==> src/rtl/nmi_line_pkg.sv <==
package nmi_line_pkg;

    typedef enum logic [1:0] {
        TRIG_LVL_LO    = 2'd0,
        TRIG_EDGE_FALL = 2'd1,
        TRIG_LVL_HI    = 2'd2,
        TRIG_EDGE_RISE = 2'd3
    } trig_mode_e;

    typedef enum logic {
        PEND_IDLE = 1'b0,
        PEND_SET  = 1'b1
    } pend_state_e;

    localparam int LAYOUT_A = 0;
    localparam int LAYOUT_B = 1;
    localparam int LAYOUT_C = 2;

    localparam int CTRL_OFFSET = 'h00;

    function automatic int pend_offset(input int layout);
        return (layout == LAYOUT_C) ? 'h08 : 'h04;
    endfunction

    function automatic int enable_offset(input int layout);
        int off;
        case (layout)
            LAYOUT_A: off = 'h34;
            LAYOUT_C: off = 'h04;
            default:  off = 'h08;
        endcase
        return off;
    endfunction

endpackage

==> src/rtl/nmi_line_sync.sv <==
module nmi_line_sync #(
    parameter int   STAGES   = 2,
    parameter logic IDLE_LVL = 1'b1
) (
    input  logic clk,
    input  logic rst_n,
    input  logic pin,
    output logic cur,
    output logic prev
);
    localparam int LAST = STAGES - 1;

    logic [STAGES-1:0] chain_q;
    logic              prev_q;

    always_ff @(posedge clk) begin
        if (!rst_n) begin
            chain_q <= {STAGES{IDLE_LVL}};
            prev_q  <= IDLE_LVL;
        end else begin
            chain_q <= {chain_q[LAST-1:0], pin};
            prev_q  <= chain_q[LAST];
        end
    end

    assign cur  = chain_q[LAST];
    assign prev = prev_q;
endmodule

==> src/rtl/nmi_line_detect.sv <==
module nmi_line_detect
    import nmi_line_pkg::*;
(
    input  trig_mode_e mode,
    input  logic       cur,
    input  logic       prev,
    output logic       hit
);
    always_comb begin
        hit = 1'b0;
        unique case (mode)
            TRIG_LVL_LO:    hit = ~cur;
            TRIG_EDGE_FALL: hit = prev & ~cur;
            TRIG_LVL_HI:    hit = cur;
            TRIG_EDGE_RISE: hit = cur & ~prev;
        endcase
    end
endmodule

==> src/rtl/nmi_line_fsm.sv <==
module nmi_line_fsm
    import nmi_line_pkg::*;
(
    input  logic clk,
    input  logic rst_n,
    input  logic hit,
    input  logic clr,
    input  logic en,
    output logic pend,
    output logic irq
);
    pend_state_e state_q, state_d;
    logic        irq_q;

    // next state: raise / ack / hold_idle / hold_set
    always_comb begin
        state_d = state_q;
        unique case (state_q)
            PEND_IDLE: if (hit)         state_d = PEND_SET;
            PEND_SET:  if (clr && !hit) state_d = PEND_IDLE;
        endcase
    end

    // state register
    always_ff @(posedge clk) begin
        if (!rst_n) state_q <= PEND_IDLE;
        else        state_q <= state_d;
    end

    // registered output stage
    always_ff @(posedge clk) begin
        if (!rst_n) irq_q <= 1'b0;
        else        irq_q <= (state_q == PEND_SET) && en;
    end

    assign pend = (state_q == PEND_SET);
    assign irq  = irq_q;
endmodule

==> src/rtl/nmi_line_regs.sv <==
module nmi_line_regs
    import nmi_line_pkg::*;
#(
    parameter int ADDR_W = 8,
    parameter int DATA_W = 32,
    parameter int LAYOUT = LAYOUT_B
) (
    input  logic              clk,
    input  logic              rst_n,
    input  logic [ADDR_W-1:0] addr,
    input  logic              we,
    input  logic [DATA_W-1:0] wdata,
    output logic [DATA_W-1:0] rdata,
    input  logic              pend,
    output trig_mode_e        mode,
    output logic              en,
    output logic              clr
);
    localparam logic [ADDR_W-1:0] A_CTRL = ADDR_W'(CTRL_OFFSET);
    localparam logic [ADDR_W-1:0] A_PEND = ADDR_W'(pend_offset(LAYOUT));
    localparam logic [ADDR_W-1:0] A_EN   = ADDR_W'(enable_offset(LAYOUT));

    logic [DATA_W-1:0] ctrl_q;
    logic              en_q;
    logic              sel_ctrl, sel_pend, sel_en;

    assign sel_ctrl = (addr == A_CTRL);
    assign sel_pend = (addr == A_PEND);
    assign sel_en   = (addr == A_EN);

    always_ff @(posedge clk) begin
        if (!rst_n) begin
            ctrl_q <= '0;
            en_q   <= 1'b0;
        end else if (we) begin
            if (sel_ctrl) ctrl_q <= wdata;
            if (sel_en)   en_q   <= wdata[0];
        end
    end

    always_comb begin
        rdata = '0;
        if (sel_ctrl)      rdata    = ctrl_q;
        else if (sel_pend) rdata[0] = pend;
        else if (sel_en)   rdata[0] = en_q;
    end

    assign clr  = we && sel_pend && wdata[0];
    assign mode = trig_mode_e'(ctrl_q[1:0]);
    assign en   = en_q;
endmodule

==> src/rtl/nmi_line_ctrl.sv <==
module nmi_line_ctrl
    import nmi_line_pkg::*;
#(
    parameter int ADDR_W      = 8,
    parameter int DATA_W      = 32,
    parameter int LAYOUT      = LAYOUT_B,
    parameter int SYNC_STAGES = 2
) (
    input  logic              clk,
    input  logic              rst_n,
    input  logic              nmi_pin,
    input  logic [ADDR_W-1:0] reg_addr,
    input  logic              reg_we,
    input  logic [DATA_W-1:0] reg_wdata,
    output logic [DATA_W-1:0] reg_rdata,
    output logic              irq_out
);
    trig_mode_e trig_mode;
    logic       smp_cur, smp_prev;
    logic       trig_hit, clr_req, en_bit, pend_flag;

    nmi_line_sync #(.STAGES(SYNC_STAGES), .IDLE_LVL(1'b1)) u_sync (
        .clk(clk), .rst_n(rst_n), .pin(nmi_pin), .cur(smp_cur), .prev(smp_prev)
    );

    nmi_line_detect u_detect (
        .mode(trig_mode), .cur(smp_cur), .prev(smp_prev), .hit(trig_hit)
    );

    nmi_line_regs #(.ADDR_W(ADDR_W), .DATA_W(DATA_W), .LAYOUT(LAYOUT)) u_regs (
        .clk(clk), .rst_n(rst_n), .addr(reg_addr), .we(reg_we), .wdata(reg_wdata),
        .rdata(reg_rdata), .pend(pend_flag), .mode(trig_mode), .en(en_bit), .clr(clr_req)
    );

    nmi_line_fsm u_fsm (
        .clk(clk), .rst_n(rst_n), .hit(trig_hit), .clr(clr_req), .en(en_bit),
        .pend(pend_flag), .irq(irq_out)
    );
endmodule

==> config.mk <==
export PLATFORM = sky130hd
export DESIGN_NAME = nmi_line_ctrl
export DESIGN_NICKNAME = d
export VERILOG_FILES = /design/src/rtl/nmi_line_pkg.sv /design/src/rtl/nmi_line_sync.sv /design/src/rtl/nmi_line_detect.sv /design/src/rtl/nmi_line_fsm.sv /design/src/rtl/nmi_line_regs.sv /design/src/rtl/nmi_line_ctrl.sv
export SDC_FILE = /design/constraint.sdc
export NUM_CORES = 1
export LEC_CHECK = 0
export BUFFER_PORTS_ARGS = -buffer_cell sky130_fd_sc_hd__buf_2
export CORE_UTILIZATION = 30
export CTS_CLUSTER_SIZE = 14
export DETAILED_ROUTE_END_ITERATION = 7
export SLEW_MARGIN = 20
export SYNTH_ARGS = -nofsm -noshare
export SYNTH_HDL_FRONTEND = slang
export SYNTH_HIERARCHICAL = 1
export SYNTH_SLANG_ARGS = --single-unit
export TNS_END_PERCENT = 100
==> constraint.sdc <==
create_clock -name clk -period 2.1 [get_ports clk]
set_clock_uncertainty 0.2 [all_clocks]
set_input_delay 0.315 -clock clk [delete_from_list [all_inputs] [get_ports clk]]
set_output_delay 0.315 -clock clk [all_outputs]
set_load 0.05 [all_outputs]
==> impl_metrics.env, run 1 <==
export IMPL_finalWorstSetupSlack_ns=-0.04216
export IMPL_drt_iter0_drc=57
export IMPL_clockPowerShare_pct=38.1
export IMPL_ios=77
export IMPL_sw_frac_of_total_pct=22.35
export IMPL_end_kind="primary output"
export IMPL_drt_vias_per_instance=4.359
export IMPL_synth_top_area_share_pct=42.08
export IMPL_tightest_slew_ns=0.3708
export IMPL_clkSinkCount=38
export IMPL_drv_slew=0
export IMPL_ys_types=22
export IMPL_p_int_mw=1.041
export IMPL_core_area_um2=5642
export IMPL_synth_adder_area_share_pct=0
export IMPL_synthTopCellsByArea="dfxtp_1 (42%), mux2i_1 (18%), nand2_1 (14%)"
export IMPL_synthTopCellsByCount="nand2_1 (67), dfxtp_1 (38), mux2i_1 (33)"
export IMPL_switchingPower_mw=0.2998
export IMPL_rsz0062_at_grt="true"
export IMPL_yosysWarningCount=6
export IMPL_grt_pass1_wl_mm=6.762
export IMPL_place_gp_congestion=0.7242
export IMPL_ir_worst_vdd_v=0.0002452
export IMPL_dr_total_vias=1565
export IMPL_fin_cells=359
export IMPL_crit_path_max_fanout=31
export IMPL_yosysTopAreaCell="dfxtp_1"
export IMPL_route_detailed_wl_per_inst_um=11.30
export IMPL_die_w_um=79.63
export IMPL_drc=0
export IMPL_synth_flop_cell="dfxtp_1"
export IMPL_power_leakage_nw=1.134
export IMPL_die_area_um2=6341
export IMPL_placement_io_buffers=76
export IMPL_num_fill_cells=570
export IMPL_synth_most_common_cell="nand2_1"
export IMPL_finalSetupViolCount=31
export IMPL_ys_seq_area_share_pct=42.08
export IMPL_violations="setup timing"
export IMPL_synthXorXnorAreaFrac_pct=0
export IMPL_dr_pass1_iters=4
export IMPL_drv_cap=0
export IMPL_htree_levels=2
export IMPL_outcome="finished with violations"
export IMPL_syn2layout_area_growth_pct=47.68
export IMPL_cp_required_ns=1.58
export IMPL_cts_root_buf="clkbuf_8"
export IMPL_cts_tree="built"
export IMPL_grt_overflow=0
export IMPL_initial_core_util_pct=32.05
export IMPL_synth_edf_count=0
export IMPL_clk_path_buf_depth=2
export IMPL_die_h_um=79.63
export IMPL_diodes=0
export IMPL_synthMuxAreaShare_pct=18.27
export IMPL_drive_above_1_share_pct=45.30
export IMPL_hpwl_mm=2.584
export IMPL_antenna_found_initial=0
export IMPL_synth_compound_area_share_pct=1.799
export IMPL_ys_ff_latch=38
export IMPL_arrival_ns=1.63
export IMPL_holdCritPathClass="primary input to flop"
export IMPL_clk_latency_ns=0.28
export IMPL_p_comb_share_pct=7.7
export IMPL_fmax_mhz=466.8
export IMPL_num_rows=27
export IMPL_dp_cells=351
export IMPL_power_per_cell_area_nw_per_um2=502.3
export IMPL_path_clk_slew_ns=0.07
export IMPL_cts_inserted_buffers=5
export IMPL_synth_top_family_by_area="simple AND/OR/NAND/NOR gates"
export IMPL_routed_wl_mm=4.057
export IMPL_grt_total_usage_pct=13.86
export IMPL_hold_depth=2
export IMPL_ys_async_sr_fraction_pct=0
export IMPL_netlist_instances=208
export IMPL_rr_worst_depth=3
export IMPL_antenna_left=0
export IMPL_slew_headroom_pct=75.05
export IMPL_post_route_min_period_ns=2.142
export IMPL_setup_tns_ns=-0.7388
export IMPL_syn_num_nets=252
export IMPL_crit_type="primary input to primary output"
export IMPL_hold_buffers=0
export IMPL_nets=330
export IMPL_finalHoldViolations=0
export IMPL_grt_max_degree=71
export IMPL_yosys_area_share_simple_pct=32.25
export IMPL_grt_pass1_vias=1515
export IMPL_start_kind="primary input"
export IMPL_seq_power_share_pct=54.1
export IMPL_syn_area_um2=1808
export IMPL_syn_avg_cell_area_um2=8.692
export IMPL_post_route_period_util_pct=102.0
critical path, cell delays in order:
cell and delay (ns):
buf_2 0.10, or4_4 0.55, nor2_4 0.14, buf_12 0.17, and2_2 0.18, buf_6 0.15
layout make-up:
cell class                 count  area [um^2]  share of cell area (%)
clock inverter                 1        5.005                  0.1874
inverter                       1        3.754                  0.1406
timing repair buffer          86        714.4                   26.76
tap                           72        90.09                   3.374
sequential                    38        760.7                   28.49
clock buffer                   7        86.33                   3.233
multi-input combinational    154         1010                   37.82
per-layer routing:
layer  wire length (um)  share of wire (%)  vias to the layer above  global-route usage, %
met4                 44                1.1                        0                  6.000
li1                   -                  -                      818                      -
met2               1861                 46                       44                  22.22
met5                  0                  0                        -                      0
met3                249                6.1                        4                  4.114
met1               1901                 47                      699                  17.07
power groups by stage:
stage               logic, mW  clock network, mW  registers [mW]
finish                  0.104              0.512           0.726
CTS                     0.105              0.541           0.726
global route            0.118              0.572           0.726
floorplan              0.0459                  0           0.742
global placement        0.104                  0           0.743
detailed placement      0.104                  0           0.743
placed cells by master, fill, tap and decap left out, drive strengths merged:
cell,instances
nor2,4
nor4,2
clkinv,1
or4,2
mux2i,33
and3,1
and2,31
nand4,1
nand2,67
inv,1
a22o,1
nor3,1
buf,86
dfxtp,38
nand2b,5
nor2b,3
a21boi,1
a2111oi,1
clkbuf,7
o21a,1
stage by stage:
| stage | total power [mW] | hold slack [ns] | cell area [um^2] | setup slack [ns] | util [%] |
|---|---|---|---|---|---|
| global placement | 0.8464 | 0.1913 | 2340 | -0.1480 | 41.47 |
| floorplan | 0.7882 | 0.1863 | 1864 | 0.007307 | - |
| detailed placement | 0.8468 | 0.2075 | 2340 | -0.1646 | 41.47 |
| global route | 1.416 | 0.01818 | 2670 | -0.08909 | 47.33 |
| finish | 1.341 | 0.01659 | 2670 | -0.04216 | 47.33 |
| CTS | 1.372 | 0.005098 | 2633 | -0.05964 | 46.66 |
final timing paths:
kind	from	end	slack, ns
setup / recovery	reg_addr[5]	reg_rdata[20]	-0.04
hold / removal	nmi_pin	u_sync/chain_q[0]$_SDFF_PN1_	0.02
setup reg to reg	u_regs/ctrl_q[1]$_SDFFE_PN0P_	u_fsm/pend$_SDFF_PN0_	0.93
hold reg to reg	u_sync/chain_q[0]$_SDFF_PN1_	u_sync/chain_q[1]$_SDFF_PN1_	0.22
kinds of logic (layout without fill, tap and decap cells):
family / after synthesis / after routing
AND/OR/NAND/NOR: 117 / 117
buffers and inverters: 16 / 95
AO/OA/AOI/OAI: 4 / 4
multiplexers: 33 / 33
flip-flops: 38 / 38
sequential cells by signal (all words and copies together) (netlist names):
register / flops
u_fsm/irq: 1
u_sync/chain_q: 2
u_sync/prev: 1
u_regs/en: 1
u_regs/ctrl_q: 32
u_fsm/pend: 1
what timing repair did:
item | 4_1_cts | 5_1_grt
resized for setup | 64 | 10
endpoints found under the setup margin | 32 | 32
endpoints found under the hold margin | 0 | 0
pin swaps | 0 | 0
buffers inserted | 0 | 0
Power figures use the tool's default switching activity.
==> run 2, diff against run 1 <==
Settings changed: CTS_BUF_LIST from default to sky130_fd_sc_hd__clkbuf_16.
==> impl_metrics.env, run 2 (synthesized netlist as in run 1, its figures left out) <==
export IMPL_finalWorstSetupSlack_ns=-0.04144
export IMPL_seq_power_share_pct=47.4
export IMPL_fin_cells=359
export IMPL_cp_num_buf_inv=3
export IMPL_diodes=0
export IMPL_die_w_um=79.63
export IMPL_grt_max_degree=71
export IMPL_end_kind="primary output"
export IMPL_violations="setup timing"
export IMPL_die_area_um2=6341
export IMPL_outcome="finished with violations"
export IMPL_cp_required_ns=1.58
export IMPL_route_detailed_wl_per_inst_um=11.32
export IMPL_drive_above_1_share_pct=44.95
export IMPL_cp_depth=6
export IMPL_post_route_min_period_ns=2.141
export IMPL_final_cell_mix="nand2_1 (67), buf_2 (44), dfxtp_1 (38), mux2i_1 (33), and2_2 (30)"
export IMPL_worstPathCellList="buf_2, or4_4, nor2_4, buf_12, and2_2, buf_6"
export IMPL_p_int_mw=1.206
export IMPL_drc=0
export IMPL_routed_wl_mm=4.065
export IMPL_finalSetupViolCount=31
export IMPL_antenna_found_initial=0
export IMPL_largestRegisters="u_regs/ctrl_q x32, u_sync/chain_q x2"
export IMPL_grt_pass1_vias=1512
export IMPL_nets=330
export IMPL_rr_worst_depth=3
export IMPL_tightest_slew_ns=0.3697
export IMPL_power_leakage_nw=1.158
export IMPL_cts_root_buf="clkbuf_16"
export IMPL_utilization_pct=48.15
export IMPL_power_per_cell_area_nw_per_um2=564.5
export IMPL_dr_pass1_iters=4
export IMPL_path_delay_family="simple AND/OR/NAND/NOR gates"
export IMPL_drt_iter0_drc=65
export IMPL_drv_cap=0
export IMPL_grt_pass1_wl_mm=6.782
export IMPL_dp_cells=351
export IMPL_drv_slew=0
export IMPL_post_cts_setup_buffer_count=0
export IMPL_timing_hold_ws_ns=0.02376
export IMPL_holdCritPathClass="primary input to flop"
export IMPL_slew_headroom_pct=75.12
export IMPL_post_route_period_util_pct=102.0
export IMPL_ir_worst_vdd_v=0.0003233
export IMPL_grt_total_usage_pct=13.96
export IMPL_r2r_end="u_fsm/pend$_SDFF_PN0_"
export IMPL_crit_slowest_cell="or4_4"
export IMPL_fmax_mhz=467.0
export IMPL_antenna_left=0
export IMPL_r2r_setup_slack_ns=0.93
export IMPL_crit_type="primary input to primary output"
export IMPL_clkSinkCount=38
export IMPL_clk_latency_ns=0.27
export IMPL_ios=77
export IMPL_grt_overflow=0
export IMPL_syn2layout_area_growth_pct=50.24
export IMPL_crit_path_max_fanout=31
export IMPL_start_kind="primary input"
export IMPL_sw_frac_of_total_pct=21.33
export IMPL_num_rows=27
export IMPL_rsz0062_at_grt="true"
export IMPL_critPathMaxStageDelay_ns=0.55
export IMPL_cts_inserted_buffers=5
export IMPL_initial_core_util_pct=32.05
export IMPL_drt_vias_per_instance=4.359
export IMPL_htree_levels=2
export IMPL_p_comb_share_pct=6.8
export IMPL_crit_start="reg_addr[5]"
export IMPL_layout_commonest_cell="nand2_1"
export IMPL_timing_rr_start="u_regs/ctrl_q[1]$_SDFFE_PN0P_"
export IMPL_arrival_ns=1.63
export IMPL_regMostFlops="u_regs/ctrl_q"
export IMPL_cts_tree="built"
export IMPL_finalHoldViolations=0
export IMPL_dr_total_vias=1565
export IMPL_switchingPower_mw=0.3270
export IMPL_hpwl_mm=2.584
export IMPL_core_area_um2=5642
export IMPL_place_gp_congestion=0.7242
export IMPL_final_cell_area_um2=2716
export IMPL_place_area_um2=2340
export IMPL_path_clk_slew_ns=0.05
export IMPL_placement_io_buffers=76
export IMPL_largest_register_ffs=32
export IMPL_clockPowerShare_pct=45.8
export IMPL_post_place_ws_ns=-0.1646
export IMPL_die_h_um=79.63
export IMPL_clk_path_buf_depth=2
export IMPL_crit_end="reg_rdata[20]"
run 2: worst min path at each step:
stage / startpoint / to / slack [ns] / cells after the start
6_report: nmi_pin / u_sync/chain_q[0]$_SDFF_PN1_ / 0.02 / 2
5_1_grt: nmi_pin / u_sync/chain_q[0]$_SDFF_PN1_ / 0.03 / 2
4_1_cts: nmi_pin / u_sync/chain_q[0]$_SDFF_PN1_ / 0.02 / 2
3_5_place_dp: u_sync/chain_q[0]$_SDFF_PN1_ / u_sync/chain_q[1]$_SDFF_PN1_ / 0.21 / 1
3_3_place_gp: u_sync/chain_q[0]$_SDFF_PN1_ / u_sync/chain_q[1]$_SDFF_PN1_ / 0.19 / 1
2_1_floorplan: u_sync/chain_q[0]$_SDFF_PN1_ / u_sync/chain_q[1]$_SDFF_PN1_ / 0.19 / 1
run 2: final cells by class:
type | instances | area, um^2
clock inverters | 3 | 12.51
fillers | 565 | 2925
flip-flops and latches | 38 | 760.7
clock buffers | 5 | 125.1
well taps | 72 | 90.09
multi-input cells | 154 | 1010
inverters | 1 | 3.754
repair buffers | 86 | 714.4
run 2: through the flow:
stage | TNS, ns | power (mW)
after floorplan | 0 | 0.7882
after global placement | -4.422 | 0.8464
after detailed placement | -5.292 | 0.8468
after CTS | -1.193 | 1.560
after global routing | -2.243 | 1.609
final | -0.7133 | 1.533
run 2: routing by layer:
layer  global-route usage [%]  routed length (um)  up-vias  part of all wire (%)
li1                         -                   -      818                     -
met1                    17.14                1882      696                    46
met2                    22.22                1865       45                    46
met3                    5.143                 259        6                   6.4
met4                    4.909                  57        0                   1.4
met5                        0                   0        -                     0
run 2: repair_timing:
| action | in CTS | in global routing |
|---|---|---|
| pin swaps | 0 | 0 |
| gates resized for setup | 64 | 10 |
| endpoints found under the setup margin | 32 | 32 |
| hold buffers | 0 | 0 |
run 2: power groups by stage:
stage	logic (mW)	clock network (mW)	registers, mW
6_report	0.104	0.702	0.727
3_5_place_dp	0.104	0	0.743
4_1_cts	0.105	0.728	0.727
3_3_place_gp	0.104	0	0.743
5_1_grt	0.118	0.765	0.727
2_1_floorplan	0.0459	0	0.742
